$ cat src/rtl/sectored_cache.sv
module sectored_cache #(
  parameter int SETS       = 4,
  parameter int WAYS       = 2,
  parameter int SECTORS    = 4,
  parameter int SECT_BYTES = 4,
  parameter int AW         = 14
) (
  input  logic                    clk,
  input  logic                    rst_n,
  input  logic                    cpu_req,
  input  logic                    cpu_we,
  input  logic [AW-1:0]           cpu_addr,
  input  logic [8*SECT_BYTES-1:0] cpu_wdata,
  input  logic [SECT_BYTES-1:0]   cpu_be,
  output logic                    cpu_ready,
  output logic [8*SECT_BYTES-1:0] cpu_rdata,
  output logic                    mem_req,
  output logic                    mem_we,
  output logic [AW-1:0]           mem_addr,
  output logic [8*SECT_BYTES-1:0] mem_wdata,
  input  logic                    mem_ack,
  input  logic [8*SECT_BYTES-1:0] mem_rdata
);
  localparam int DW   = 8 * SECT_BYTES;
  localparam int SECB = $clog2(SECTORS);
  localparam int IDXB = $clog2(SETS);
  localparam int TW   = AW - SECB - IDXB;
  localparam int SW   = SECB > 0 ? SECB : 1;
  localparam int IW   = IDXB > 0 ? IDXB : 1;
  localparam int WW   = WAYS > 1 ? $clog2(WAYS) : 1;

  typedef enum logic [1:0] {ST_IDLE, ST_WB, ST_FILL} state_t;

  logic [DW-1:0]      dat  [SETS][WAYS][SECTORS];
  logic [TW-1:0]      tags [SETS][WAYS];
  logic [WAYS-1:0]    lv   [SETS];
  logic [SECTORS-1:0] vld  [SETS][WAYS];
  logic [SECTORS-1:0] dty  [SETS][WAYS];
  logic [WW-1:0]      age  [SETS][WAYS];

  state_t        st;
  logic [WW-1:0] vway, hway, vic, tw;
  logic [SW-1:0] wsec;
  logic [WAYS-1:0] match;
  logic          mhit, hit, touch;

  wire [IW-1:0] set_i = IW'((cpu_addr >> SECB) & AW'(SETS - 1));
  wire [TW-1:0] tag_i = TW'(cpu_addr >> (SECB + IDXB));
  wire [SW-1:0] sec_i = SW'(cpu_addr & AW'(SECTORS - 1));

  function automatic logic [AW-1:0] mk_addr(input logic [TW-1:0] t, input logic [IW-1:0] s,
                                            input logic [SW-1:0] c);
    return (AW'(t) << (SECB + IDXB)) | (AW'(s) << SECB) | AW'(c);
  endfunction

  always_comb begin
    hway = '0;
    for (int w = 0; w < WAYS; w++) begin
      match[w] = lv[set_i][w] && (tags[set_i][w] == tag_i);
      if (match[w]) hway = WW'(w);
    end
  end

  always_comb begin
    vic = '0;
    for (int w = 0; w < WAYS; w++)
      if (age[set_i][w] == WW'(WAYS - 1)) vic = WW'(w);
    for (int w = WAYS - 1; w >= 0; w--)
      if (!lv[set_i][w]) vic = WW'(w);
  end

  assign mhit      = |match;
  assign hit       = mhit && vld[set_i][hway][sec_i];
  assign cpu_ready = (st == ST_IDLE) && cpu_req && hit;
  assign cpu_rdata = dat[set_i][hway][sec_i];
  assign mem_req   = (st == ST_FILL) || ((st == ST_WB) && dty[set_i][vway][wsec]);
  assign mem_we    = (st == ST_WB);
  assign mem_addr  = (st == ST_WB) ? mk_addr(tags[set_i][vway], set_i, wsec)
                                   : mk_addr(tag_i, set_i, sec_i);
  assign mem_wdata = dat[set_i][vway][wsec];
  assign touch     = cpu_ready || ((st == ST_FILL) && mem_ack);
  assign tw        = (st == ST_IDLE) ? hway : vway;

  always_ff @(posedge clk) begin
    if (!rst_n) begin
      st   <= ST_IDLE;
      vway <= '0;
      wsec <= '0;
      for (int s = 0; s < SETS; s++) begin
        lv[s] <= '0;
        for (int w = 0; w < WAYS; w++) begin
          vld[s][w] <= '0;
          dty[s][w] <= '0;
          age[s][w] <= WW'(w);
        end
      end
    end else begin
      if (touch)
        for (int w = 0; w < WAYS; w++)
          if (WW'(w) == tw) age[set_i][w] <= '0;
          else if (age[set_i][w] < age[set_i][tw]) age[set_i][w] <= age[set_i][w] + 1'b1;
      case (st)
        ST_IDLE: if (cpu_req) begin
          if (hit) begin
            if (cpu_we) begin
              for (int b = 0; b < SECT_BYTES; b++)
                if (cpu_be[b]) dat[set_i][hway][sec_i][8*b +: 8] <= cpu_wdata[8*b +: 8];
              dty[set_i][hway][sec_i] <= 1'b1;
            end
          end else if (mhit) begin
            vway <= hway;
            st   <= ST_FILL;
          end else begin
            vway <= vic;
            wsec <= '0;
            st   <= ST_WB;
          end
        end
        ST_WB: if (!mem_req || mem_ack) begin
          if (wsec == SW'(SECTORS - 1)) begin
            lv[set_i][vway]   <= 1'b1;
            tags[set_i][vway] <= tag_i;
            vld[set_i][vway]  <= '0;
            dty[set_i][vway]  <= '0;
            st                <= ST_FILL;
          end else begin
            wsec <= wsec + 1'b1;
          end
        end
        ST_FILL: if (mem_ack) begin
          dat[set_i][vway][sec_i] <= mem_rdata;
          vld[set_i][vway][sec_i] <= 1'b1;
          dty[set_i][vway][sec_i] <= 1'b0;
          st                      <= ST_IDLE;
        end
        default: st <= ST_IDLE;
      endcase
    end
  end

  assert_single_match_R1: assert property (@(posedge clk) disable iff (!rst_n)
    $onehot0(match));
  assert_write_dirty_R2: assert property (@(posedge clk) disable iff (!rst_n)
    cpu_ready && cpu_we |=> dty[$past(set_i)][$past(hway)][$past(sec_i)]);
  assert_sector_miss_fetch_R3: assert property (@(posedge clk) disable iff (!rst_n)
    (st == ST_IDLE) && cpu_req && mhit && !hit |=> (st == ST_FILL) && !mem_we);
  assert_fill_then_hit_R8: assert property (@(posedge clk) disable iff (!rst_n)
    (st == ST_FILL) && mem_ack |=> (st == ST_IDLE) && hit);
  assert_no_ready_during_mem_R8: assert property (@(posedge clk) disable iff (!rst_n)
    mem_req |-> !cpu_ready);
  assert_mem_hold_R9: assert property (@(posedge clk) disable iff (!rst_n)
    mem_req && !mem_ack |=> mem_req && $stable(mem_addr) && $stable(mem_we) && $stable(mem_wdata));
endmodule

$ cat config.mk
export PLATFORM = sky130hd
export DESIGN_NAME = sectored_cache
export DESIGN_NICKNAME = d
export VERILOG_FILES = /design/src/rtl/sectored_cache.sv
export SDC_FILE = /design/constraint.sdc
export NUM_CORES = 2
export LEC_CHECK = 0
export ABC_AREA = 1
export BUFFER_PORTS_ARGS = -buffer_cell sky130_fd_sc_hd__buf_2
export CORE_MARGIN = 2
export CORE_UTILIZATION = 35
export DETAILED_ROUTE_END_ITERATION = 6
export PLACE_DENSITY = 0.52
export SETUP_SLACK_MARGIN = 0.5
export SYNTH_ARGS = -nofsm -noshare
export SYNTH_HDL_FRONTEND = slang
export SYNTH_SLANG_ARGS = --single-unit
$ cat constraint.sdc
create_clock -name clk -period 3.5 [get_ports clk]
set_input_delay 0.525 -clock clk [delete_from_list [all_inputs] [get_ports clk]]
set_output_delay 0.525 -clock clk [all_outputs]
set_load 0.02 [all_outputs]
==> flow_summary.ini <==
[routing]
wl_met1_um = 82200
drc = 0
wl_um = 201000
drtIter0Drc = 4882
wl_per_cell_um = 28.1
wl_met3_um = 16700
dr.pass1.iters = 7
wl_met2_um = 94200
viasPerCell = 5.70
vias = 40800
top_layer = met5
ant_nets = 0

[pwr]
ir_drop_uv = 513
powerDensity_nw_per_um2 = 535
p_leak_nw = 25.4

[synth]
synth-simple-area-share = 0.126
ys_ff_latch = 1189
yosysSeqAreaShare = 0.689
synth_mux_area_frac = 0
synthXorXnorAreaFrac = 0.000169
synthTopCellsByCount = edfxtp_1 (1183), nand2_1 (1166), o21ai_0 (369)
synth_area_leaders = edfxtp_1 (69%), nand2_1 (8.5%), a221oi_1 (3.7%)
syn_nets = 4486
synth_top_area_frac = 0.686
synthMostInstantiatedCell = edfxtp_1
syn_avg_cell_area_sq_um = 11.8
synth-compound-area-share = 0.147
yosysTopAreaCell = edfxtp_1
asyncSetResetFlopFracSynth = 0
syn_area_sq_um = 51700
synthAdderAreaFrac = 0.000242
synth_edf_count = 1183
yosysUniqueCellTypes = 46
synth_top_family_by_area = compound AO/OA/AOI/OAI gates
netlist_instances = 4398
synth_ff_type = edfxtp_1
synth_warnings = 0

[global_routing]
grt_max_degree = 92
first_global_vias = 39300
grt_overflow = 0
antenna_found_initial = 20
grt_usage = 0.262
grt_pass1_wl_um = 286000

[timing]
min_period_over_period = 1.12
final-hold-violation-count = 0
tightest_slew_ns = 0.928
grt_setup_unrepaired = yes
setup_viol = 1010
drv_slew = 0
fin_ws_ns = -0.417
fin_skew_ns = 0.0316
period_minus_slack_ns = 3.92
max_freq_ghz = 0.255
relSlewSlack = 0.381
fin_hold_ws_ns = 0.0875

[placed_design]
dpl.cell_count = 6784
io_buffers = 167
pre_cts_slack_ns = -0.390
gp_congestion = 0.902
hpwl_um = 132000

[clock_network]
cts_buffers = 131
clock_sinks = 1189
clk_pin_slew_worst_paths_ns = 0.06
clk_path_buf_depth = 3
insertion_delay_ns = 0.78
htreeDepth = 4
cts_tree = done
holdBufCountCts = 0
cts_root_buf = clkbuf_16

[floorplan]
initial_core_util = 0.351
die_y_um = 389
io_pins = 168
die-area_sq_um = 151000
die_x_um = 389
num_rows = 141
core_sq_um = 147000

[worst_setup_path]
worstSetupPathType = reg2out
cp-start-kind = flip-flop
crit_fanout = 11
cp.required_ns = 2.97
cp.arrival_ns = 3.39
r2r_slack_ns = -0.22
critPathCaptureType = output pin

[final_layout]
regArea_sq_um = 35700
finalNetCount = 5215
final_cells = 7156
multi_input_area_sq_um = 17500
drive_gt1_frac = 0.316
fill_cells = 13000
syn_to_final_growth_pct = 34.4

[run]
maxCapViolCount = 0

[min_path]
hold_class = in2reg

[run_status]
status = finished with violations
violations = setup timing
[state kept, by name (all words and copies together), names as in the netlist]
register	count
st	2
age	8
lv	8
wsec	2
vld	32
dty	32
tags	80
vway	1
dat	1024
[timing repair]
action | in CTS | in global routing
gates resized for setup | 740 | 124
pin swaps | 128 | 47
buffers inserted | 116 | 6
endpoints found under the setup margin | 1145 | 1352
gates cloned | 18 | 0
[worst paths after layout]
path | to | cells after the start | start
min | tags[1][0] | 1 | cpu_addr[4]
max reg2reg | dat[0][240] | 25 | tags[3][9]
max | cpu_rdata[22] | 16 | tags[1][8]
min reg2reg | st[1] | 2 | st[1]
[where the power goes]
part           switching, W  internal [W]  total [W]
Clock               0.00572       0.00749     0.0132
Sequential        0.0000850        0.0158     0.0158
Combinational       0.00522       0.00291    0.00813
[layer usage]
| layer | up-vias | global-route usage |
|---|---|---|
| met1 | 20300 | 0.355 |
| met2 | 2061 | 0.421 |
| met3 | 425 | 0.0455 |
| li1 | 18000 | - |
| met4 | 8 | 0.103 |
| met5 | - | 0 |
[layout by cell type, fill, tap and decap left out, types with 31 or more instances in the layout]
| master | count |
|---|---|
| nand3_1 | 105 |
| o22ai_1 | 64 |
| a221oi_1 | 69 |
| clkbuf_16 | 133 |
| buf_4 | 547 |
| a21oi_1 | 94 |
| nand2_2 | 60 |
| o21ai_0 | 349 |
| edfxtp_1 | 1183 |
| a221oi_4 | 31 |
| nor3_1 | 35 |
| a22oi_1 | 52 |
| buf_12 | 90 |
| a221oi_2 | 119 |
| buf_2 | 102 |
| buf_6 | 182 |
| nand4_1 | 49 |
| nor2_1 | 127 |
| a22o_1 | 135 |
| a21oi_2 | 55 |
| nand2_1 | 1090 |
| inv_1 | 93 |
[area by class of cell]
cell class | count | share of cell area
clock buffer | 161 | 0.0494
sequential | 1189 | 0.513
antenna | 6 | 0.000216
inverter | 109 | 0.00696
tap | 1930 | 0.0347
timing repair buffer | 966 | 0.137
multi-input combinational | 2730 | 0.251
clock inverter | 65 | 0.00810
[per-stage QoR]
step           TNS (ns)  cell area [sq um]  power (W)  utilization
5_1_grt         -341.50              69500     0.0382        0.472
2_1_floorplan         0              52400     0.0194            -
4_1_cts          -88.75              69000     0.0372        0.469
3_5_place_dp    -292.89              59800     0.0226        0.406
3_3_place_gp    -330.05              59800     0.0226        0.406
6_report        -120.39              69500     0.0372        0.472
[critical path, cell delays in order (launching register included)]
cell and delay, ns:
edfxtp_1 0.39, nand2_1 0.09, nand2_1 0.05, nand2_1 0.06, nand2_2 0.08, nor2_2 0.19, nor2_4 0.05, nand2_2 0.08
nor2_4 0.06, nand2_4 0.10, inv_6 0.05, buf_6 0.13, nand2_4 0.14, buf_12 0.21, o22ai_2 0.12, or4_4 0.61
buf_6 0.16
[cells by family (layout without fill, tap and decap cells)]
family | count (synthesis) | in the layout
other cells | 0 | 6
flops | 1189 | 1189
simple gates | 1575 | 1575
xor+xnor | 1 | 1
buf+inv | 479 | 1301
compound gates | 1153 | 1153
fa+ha+maj | 1 | 1
Power figures use the tool's default switching activity.
